$ cat src/rtl/wdog_guard_pkg.sv
package wdog_guard_pkg;

    localparam int REG_W   = 8;
    localparam int SCALE_W = 3;
    localparam int KEY_BIT = 4;
    localparam int RUN_BIT = 3;
    localparam int SCALE_MAX = (1 << SCALE_W) - 1;

    typedef logic [SCALE_W-1:0] scale_t;

    typedef struct packed {
        logic   run;
        scale_t scale;
    } ctrl_cfg_t;

    typedef struct packed {
        logic [2:0] rsv;
        logic       key;
        logic       run;
        scale_t     scale;
    } ctrl_view_t;

    typedef enum logic [1:0] {
        WR_NONE,
        WR_ARM_KEY,
        WR_DISARM,
        WR_PLAIN
    } wr_kind_t;

    function automatic wr_kind_t classify_write(
        input logic       wr,
        input logic [4:0] d,
        input logic       win_open
    );
        if (!wr) return WR_NONE;
        if (d[KEY_BIT] && d[RUN_BIT]) return WR_ARM_KEY;
        if (win_open && !d[RUN_BIT]) return WR_DISARM;
        return WR_PLAIN;
    endfunction

    function automatic ctrl_view_t make_view(input ctrl_cfg_t c, input logic key);
        ctrl_view_t v;
        v.rsv   = '0;
        v.key   = key;
        v.run   = c.run;
        v.scale = c.scale;
        return v;
    endfunction

endpackage

$ cat src/rtl/wdog_ctrl_reg.sv
module wdog_ctrl_reg
    import wdog_guard_pkg::*;
#(
    parameter int UNLOCK_WIN = 4
) (
    input  logic       clk,
    input  logic       rst,
    input  logic       wr_en,
    input  logic [4:0] wr_bits,
    output ctrl_cfg_t  cfg,
    output logic       key_open
);
    localparam int WIN_W = $clog2(UNLOCK_WIN + 1);

    ctrl_cfg_t        cfg_q;
    logic [WIN_W-1:0] win_q;
    wr_kind_t         kind;

    assign key_open = (win_q != '0);

    always_comb begin
        kind = classify_write(wr_en, wr_bits, key_open);
    end

    always_ff @(posedge clk) begin
        if (rst) begin
            cfg_q <= '0;
            win_q <= '0;
        end else begin
            case (kind)
                WR_ARM_KEY: begin
                    cfg_q.run   <= 1'b1;
                    cfg_q.scale <= wr_bits[SCALE_W-1:0];
                    win_q       <= WIN_W'(UNLOCK_WIN);
                end
                WR_DISARM: begin
                    cfg_q.run   <= 1'b0;
                    cfg_q.scale <= wr_bits[SCALE_W-1:0];
                    win_q       <= '0;
                end
                WR_PLAIN: begin
                    cfg_q.run   <= cfg_q.run | wr_bits[RUN_BIT];
                    cfg_q.scale <= wr_bits[SCALE_W-1:0];
                    if (key_open) win_q <= win_q - 1'b1;
                end
                default: begin
                    if (key_open) win_q <= win_q - 1'b1;
                end
            endcase
        end
    end

    assign cfg = cfg_q;

endmodule

$ cat src/rtl/wdog_tick_counter.sv
module wdog_tick_counter
    import wdog_guard_pkg::*;
#(
    parameter int BASE_EXP = 14
) (
    input  logic   clk,
    input  logic   rst,
    input  logic   run,
    input  scale_t scale,
    input  logic   kick,
    input  logic   tick,
    input  logic   hold,
    output logic   expire
);
    localparam int CNT_W = BASE_EXP + SCALE_MAX + 1;

    logic [CNT_W-1:0] cnt_q;
    logic [CNT_W-1:0] last_q;

    // last count value before expiry for the selected scale
    always_comb begin
        last_q = (CNT_W'(1) << (BASE_EXP + int'(scale))) - CNT_W'(1);
    end

    // >= covers a scale lowered below the running count
    assign expire = run && !hold && !kick && tick && (cnt_q >= last_q);

    always_ff @(posedge clk) begin
        if (rst || !run || hold || kick || expire) begin
            cnt_q <= '0;
        end else if (tick) begin
            cnt_q <= cnt_q + 1'b1;
        end
    end

endmodule

$ cat src/rtl/wdog_rst_pulse.sv
module wdog_rst_pulse #(
    parameter int PULSE_LEN = 8
) (
    input  logic clk,
    input  logic rst,
    input  logic fire,
    output logic active
);
    localparam int P_W = $clog2(PULSE_LEN + 1);

    logic [P_W-1:0] left_q;

    always_ff @(posedge clk) begin
        if (rst) begin
            left_q <= '0;
        end else if (fire) begin
            left_q <= P_W'(PULSE_LEN);
        end else if (left_q != '0) begin
            left_q <= left_q - 1'b1;
        end
    end

    assign active = (left_q != '0);

endmodule

$ cat src/rtl/wdog_guard.sv
module wdog_guard
    import wdog_guard_pkg::*;
#(
    parameter int BASE_EXP   = 14,
    parameter int UNLOCK_WIN = 4,
    parameter int PULSE_LEN  = 8
) (
    input  logic             clk,
    input  logic             rst,
    input  logic             wr_en,
    input  logic [REG_W-1:0] wr_data,
    output logic [REG_W-1:0] rd_data,
    input  logic             kick,
    input  logic             tick,
    output logic             wdt_reset
);
    ctrl_cfg_t  cfg;
    logic       key_open;
    logic       expire;
    logic       pulse_on;
    ctrl_view_t view;
    logic       unused_rsv;

    assign unused_rsv = ^wr_data[REG_W-1:5];

    wdog_ctrl_reg #(.UNLOCK_WIN(UNLOCK_WIN)) ctrl_i (
        .clk      (clk),
        .rst      (rst),
        .wr_en    (wr_en),
        .wr_bits  (wr_data[4:0]),
        .cfg      (cfg),
        .key_open (key_open)
    );

    wdog_tick_counter #(.BASE_EXP(BASE_EXP)) cnt_i (
        .clk    (clk),
        .rst    (rst),
        .run    (cfg.run),
        .scale  (cfg.scale),
        .kick   (kick),
        .tick   (tick),
        .hold   (pulse_on),
        .expire (expire)
    );

    wdog_rst_pulse #(.PULSE_LEN(PULSE_LEN)) pulse_i (
        .clk    (clk),
        .rst    (rst),
        .fire   (expire),
        .active (pulse_on)
    );

    assign view      = make_view(cfg, key_open);
    assign rd_data   = view;
    assign wdt_reset = pulse_on;

endmodule

$ cat config.mk
export PLATFORM = sky130hd
export DESIGN_NAME = wdog_guard
export DESIGN_NICKNAME = d
export VERILOG_FILES = /design/src/rtl/wdog_guard_pkg.sv /design/src/rtl/wdog_ctrl_reg.sv /design/src/rtl/wdog_tick_counter.sv /design/src/rtl/wdog_rst_pulse.sv /design/src/rtl/wdog_guard.sv
export SDC_FILE = /design/constraint.sdc
export NUM_CORES = 1
export LEC_CHECK = 0
export CELL_PAD_IN_SITES_DETAIL_PLACEMENT = 1
export CELL_PAD_IN_SITES_GLOBAL_PLACEMENT = 1
export CORE_MARGIN = 3
export CORE_UTILIZATION = 43
export DETAILED_ROUTE_END_ITERATION = 10
export PLACE_DENSITY = 0.89
export SYNTH_ARGS = -nofsm -noshare
export SYNTH_HDL_FRONTEND = slang
export SYNTH_SLANG_ARGS = --single-unit
$ cat constraint.sdc
create_clock -name clk -period 3.6 [get_ports clk]
set_input_delay 0.72 -clock clk [delete_from_list [all_inputs] [get_ports clk]]
set_output_delay 0.72 -clock clk [all_outputs]
set_load 0.02 [all_outputs]
**Word level (Yosys, flattened, before mapping)**

Cells that the tools add are included.

- $add $sub $neg: 5
- Order comparisons: 1
- Equal/unequal tests: 3
- Shift-type cells: 1
- Mux-type cells: 16
- Bitwise operators: 1
- Reductions and logical operators: 20

Operator list:

| operator | number |
|---|---|
| << shifter 1 x 32 -> 22 bit (first input constant) | 1 |
| adder 22 x 1 -> 22 bit (second input constant) | 1 |
| >= comparator 22 bit | 1 |
| subtractor 22 x 2 -> 22 bit (second input constant) | 1 |
| two-way mux 2 bit | 6 |
| case mux 4 bit (3 select lines) | 1 |
| nonzero test 3 bit | 3 |
| two-way mux 4 bit | 2 |
| logical AND 1 bit | 6 |
| case mux 3 bit (2 select lines) | 1 |
| adder 4 x 3 -> 5 bit (first input constant) | 1 |
| two-way mux 1 bit | 5 |
| == test 2 bit (second input constant) | 2 |
| logical NOT 1 bit | 4 |
| logical OR 1 bit | 4 |
| nonzero test 4 bit | 1 |
| subtractor 4 x 1 -> 4 bit (second input constant) | 1 |
| two-way mux 3 bit | 1 |
| subtractor 3 x 1 -> 3 bit (second input constant) | 1 |
| == test 2 x 1 -> 1 bit (second input constant) | 1 |
| nonzero test 2 bit | 1 |
| OR reduction 2 bit | 1 |
| OR 1 bit | 1 |

- Register bits after elaboration: 33
- Bits of input ports: 13
- Output and inout bits: 9
- Logic and storage cells: 53

**Longest topological paths before layout**

Gate-level depths: netlist (run 1).

- Depth in word-level cells: 10
- Mapped depth: 15
- Depth with buffers taken out: 13

**Cells and area by module**

From an unflattened synthesis (run 1), not the netlist that was laid out.

- Cell total of the unflattened synthesis: 244
- Area, all modules: 2,213.4 µm²

By module, submodules not included:

| module | instances | cells an instance | area an instance (µm²) | sequential area each (µm²) |
|---|---|---|---|---|
| wdog_tick_counter | 1 | 181 | 1,654.1 | 440.4 |
| wdog_ctrl_reg | 1 | 36 | 321.6 | 140.1 |
| wdog_rst_pulse | 1 | 22 | 203.9 | 80.1 |
| wdog_guard | 1 | 5 | 33.8 | 0.0 |

**Worst setup path before layout (run 1)**

No wires, ideal clock.

- Kind: register to register
- From: reg, netlist name ctrl_i.cfg[1]
- To: reg cnt_i.cnt_q[5]
- Library setup time: 115 ps
- Arrival time: 2,976 ps
- Data required time: 3,485 ps
- Setup slack: 509 ps
- Stages on the path, launching flop included: 16
- Buffers on the path: 2
- Clock period less this slack: 3,091 ps
- Path through: dfxtp_1 > inv_1 > ha_1 > inv_1 > or3_1 > xor2_1 > nand2b_1 > ha_1 > nand4_1 > nor4_1 > a22oi_1 > nand4_2 > a21o_1 > buf_6 > buf_8 > nor2_1

- Cells in the longest elaborated chain, start to end: 6

RTL lines:

| what | line | text |
|---|---|---|
| adder 4 x 3 -> 5 bit | wdog_tick_counter.sv:22 | `last_q = (CNT_W'(1) << (BASE_EXP + int'(scale))) - CNT_W'(1);` |
| << shifter 1 x 32 -> 22 bit | wdog_tick_counter.sv:22 |  |
| subtractor 22 x 2 -> 22 bit | wdog_tick_counter.sv:22 |  |
| >= comparator 22 bit | wdog_tick_counter.sv:26 | `assign expire = run && !hold && !kick && tick && (cnt_q >= last_q);` |
| logical AND 1 bit | wdog_tick_counter.sv:26 |  |
| logical OR 1 bit | wdog_tick_counter.sv:29 | `if (rst \|\| !run \|\| hold \|\| kick \|\| expire) begin` |
| end signal, assigned | wdog_tick_counter.sv:32 | `cnt_q <= cnt_q + 1'b1;` |
| end, declared | wdog_tick_counter.sv:17 | `logic [CNT_W-1:0] cnt_q;` |

Every way passes these cells.
A chain may end at the register's enable or synchronous reset.

**Worst setup path in the final report (run 1)**

- From: reg, netlist name ctrl_i.cfg[2]
- To: reg cnt_i.cnt_q[2]

- Cells in the longest elaborated chain, start to end: 6

RTL lines:

| what | line |
|---|---|
| adder 4 x 3 -> 5 bit | wdog_tick_counter.sv:22 |
| << shifter 1 x 32 -> 22 bit | wdog_tick_counter.sv:22 |
| subtractor 22 x 2 -> 22 bit | wdog_tick_counter.sv:22 |
| >= comparator 22 bit | wdog_tick_counter.sv:26 |
| logical AND 1 bit | wdog_tick_counter.sv:26 |
| logical OR 1 bit | wdog_tick_counter.sv:29 |

Every way passes these cells.

==> flow_summary_export.csv, run 1 <==
group,metric,value,unit
synth,netlist_area,2201,µm²
timing,maxSlewViolCount,0,
worst_setup_path,crit_path_start_kind,"flop",
synth,synth_edf_count,0,
worst_setup_path,critPathArrivalTime,3520,ps
synth,ys_types,44,
floorplan,row_count,25,
timing,setup_viol,0,
floorplan,die-area,6012,µm²
drt,dr.pass1.iters,4,
grt,antenna_found_initial,0,
worst_hold_path,hold_class,"reg2reg",
worst_setup_path,startpoint,"ctrl_i.cfg[2]$_SDFFE_PP0P_",
synth,syn_inst,261,
power_and_ir_drop,vdd_ir_drop_max,0.4016,mV
drt,drt-total-wl,5253,µm
finish,multi_input_area,1445,µm²
worst_setup_path,cpMaxStageDelayCell,"or3b_1",
floorplan,die_w,77.54,µm
grt,grt_pass1_wl,9225,µm
worst_setup_path,critical_path.max_fanout,7,
finish,area_delta_synth_final,13.13,%
timing,fin_hold_ws,508.6,ps
synth,ys_seq_area_frac,0.3002,
finish,nets,325,
timing,rsz0062_at_grt,"no",
synth,ys_warn_count,0,
clock_network,postCtsHoldBufs,0,
finish,seq_area,664.4,µm²
timing,skew,5.342,ps
worst_setup_path,crit_family,"simple AND/OR/NAND/NOR gates",
floorplan,pin_count,22,
timing,hold_viol_final,0,
run,maxCapViolCount,0,
synth,synth_common_cells,"dfxtp_1, nor2_1, ha_1",
drt,postRouteAntennaNets,0,
floorplan,die_h,77.54,µm
floorplan,fp.coreArea,4848,µm²
synth,synthArstFlopShare,0,
timing,fin_crit_sh,0.9193,
clock_network,cts_buffer_depth,2,
clock_network,htreeDepth,2,
status,run_status,"finished, final reports clean",
clock_network,insertion_delay,280,ps
finish,diodes,0,
drt,drc,0,
power_and_ir_drop,p_leak,0.0009995,µW
timing,max_freq,0.3022,GHz
grt,grt_pass1_vias,2016,
worst_setup_path,cp_num_buf_inv,2,
worst_setup_path,slowest_delay,420,ps
drt,vias,1878,
synth,ys_ff_latch,33,
synth,synthTopCellsByArea,"dfxtp_1, ha_1, xor2_1",
synth,synth.top_cell.area_share,0.3002,
finish,fill_cells,592,
placement,dp_hpwl,3943,µm
timing,tns,0,ps
drt,drt_iter0_drc,59,
placement,io_buffer_count,15,
worst_setup_path,rr_startpoint,"ctrl_i.cfg[2]$_SDFFE_PP0P_",
drt,avgRoutedWirePerCell,15.05,µm
clock_network,cts_root_buf,"clkbuf_8",
drt,post_drt_via_cell_ratio,5.381,
worst_setup_path,end_kind,"flop",
grt,grt_use_total,0.1877,
synth,yosysTopAreaCell,"dfxtp_1",
synth,synth-main-ff-cell,"dfxtp_1",
grt,grt-ovfl-total,0,
clock_network,cts_buffers,5,
worst_setup_path,critical_path_class,"reg2reg",
worst_setup_path,cp.required,3810,ps
worst_setup_path,path_cells,"inv_1, ha_1, inv_1, or3_1, xor2_1, nand2b_1, ha_1, nand4_1, nor3_1, a22oi_1, nand4_2, or3b_1, a31oi_1",
timing,layout_min_cycle_time,3309,ps
worst_hold_path,min-delay-start,"ctrl_i.cfg[3]$_SDFFE_PP0P_",
clock_network,cts_setup_buffers,0,
synth,avgSynthCellArea,8.432,µm²
clock_network,cts_tree,"built",
clock_network,clk_pin_slew_worst_paths,60,ps
power_and_ir_drop,powerDensity,427.8,nW/µm²
finish,drive_above_1_share,0.05319,
floorplan,floorplan.initialDensity,0.4539,
placement,finalWeightedCongestion,0.7868,
clock_network,clock_sinks,33,
grt,grt_max_degree,20,
placed cells by master (no fill, tap or decap), types with 2 or more instances in the layout:
cell type and n:
ha_1 30, a31oi_1 2, a211oi_1 2, xor2_1 15, nand4_1 11, xnor2_1 9, nor3_1 8, nor2b_1 4
a21oi_1 15, inv_1 14, clkdlybuf4s50_1 15, dfxtp_1 32, and4_1 2, and2_1 2, or3_1 5, nand2b_1 5
o21ai_0 6, and3_1 3, clkbuf_8 6, nand2_1 23, conb_1 9, nor2_1 33, nand3_1 7, mux2i_1 3
o31ai_1 2
area by class of cell:
cell class | instances | area share
clock buffers | 7 | 0.03467
multi-input cells | 212 | 0.5804
well taps | 67 | 0.03367
inverters | 14 | 0.02111
flip-flops and latches | 33 | 0.2668
repair buffers | 16 | 0.06332
metrics by stage:
stage                     setup WS, ps  power (µW)  utilization  cell area, µm²  cells
after floorplan                  509.0       710.2            -            2231    269
after CTS                        122.3        1075       0.5117            2481    349
final                            290.6        1065       0.5135            2490    349
after detailed placement         109.8       793.1       0.4937            2394    342
after global placement           308.0       770.0       0.4937            2394    342
after global routing             35.12        1140       0.5135            2490    349
where the power goes:
group	total, µW	switching [µW]	internal, µW
sequential	429	27.3	402
clock	276	125	151
combinational	360	203	157
layer usage:
metal	global-route usage	routed length [µm]
met1	0.2251	2269
met2	0.3325	2738
met3	0.03248	141
met4	0.07117	104
met5	0	0
final timing paths:
path / end / slack [ps] / cells after the start
setup reg to reg: cnt_i.cnt_q[2]$_SDFFE_PP0P_ / 290 / 13
hold / removal: ctrl_i.cfg[3]$_SDFFE_PP0P_ / 510 / 2
setup / recovery: cnt_i.cnt_q[2]$_SDFFE_PP0P_ / 290 / 13
hold reg to reg: ctrl_i.cfg[3]$_SDFFE_PP0P_ / 510 / 2
repair_timing:
item                       4_1_cts  5_1_grt
pin swaps                        0        2
setup endpoints to repair       19       21
gates resized for setup          1        2
worst reg2reg max path: cells and delay by family (launching register included):
kind	cells	cell delay, ps
AOI/OAI and AO/OA	2	370
xor gates and xnor gates	1	190
adders and majority gates	2	670
buffers and inverters	2	230
DFF	1	400
and+or+nand+nor	6	1380
registers in the layout (all words and copies together) (netlist names):
name / cells
cnt_i.cnt_q: 22
ctrl_i.win_q: 3
pulse_i.left_q: 4
ctrl_i.cfg: 4
cell families after synthesis:
logic type                 synth area share
and+or+nand+nor                      0.2604
AOI/OAI and AO/OA                   0.09835
DFF                                  0.3002
adders and majority gates            0.1706
xor gates and xnor gates            0.09551
buffers and inverters               0.05969
muxes                               0.01364
other                              0.001704
No activity file was read; power rests on OpenSTA's default activity.
==> inputs of run 2 (changes only) <==
--- a/config.mk
+++ b/config.mk
@@ -5,12 +5,14 @@
 export SDC_FILE = /design/constraint.sdc
 export NUM_CORES = 1
 export LEC_CHECK = 0
+export CAP_MARGIN = 20
 export CELL_PAD_IN_SITES_DETAIL_PLACEMENT = 1
 export CELL_PAD_IN_SITES_GLOBAL_PLACEMENT = 1
 export CORE_MARGIN = 3
 export CORE_UTILIZATION = 43
 export DETAILED_ROUTE_END_ITERATION = 10
 export PLACE_DENSITY = 0.89
+export SLEW_MARGIN = 10
 export SYNTH_ARGS = -nofsm -noshare
 export SYNTH_HDL_FRONTEND = slang
 export SYNTH_SLANG_ARGS = --single-unit
==> results of run 2 <==
The final DEF is identical to that of run 1; final timing and power are the same.
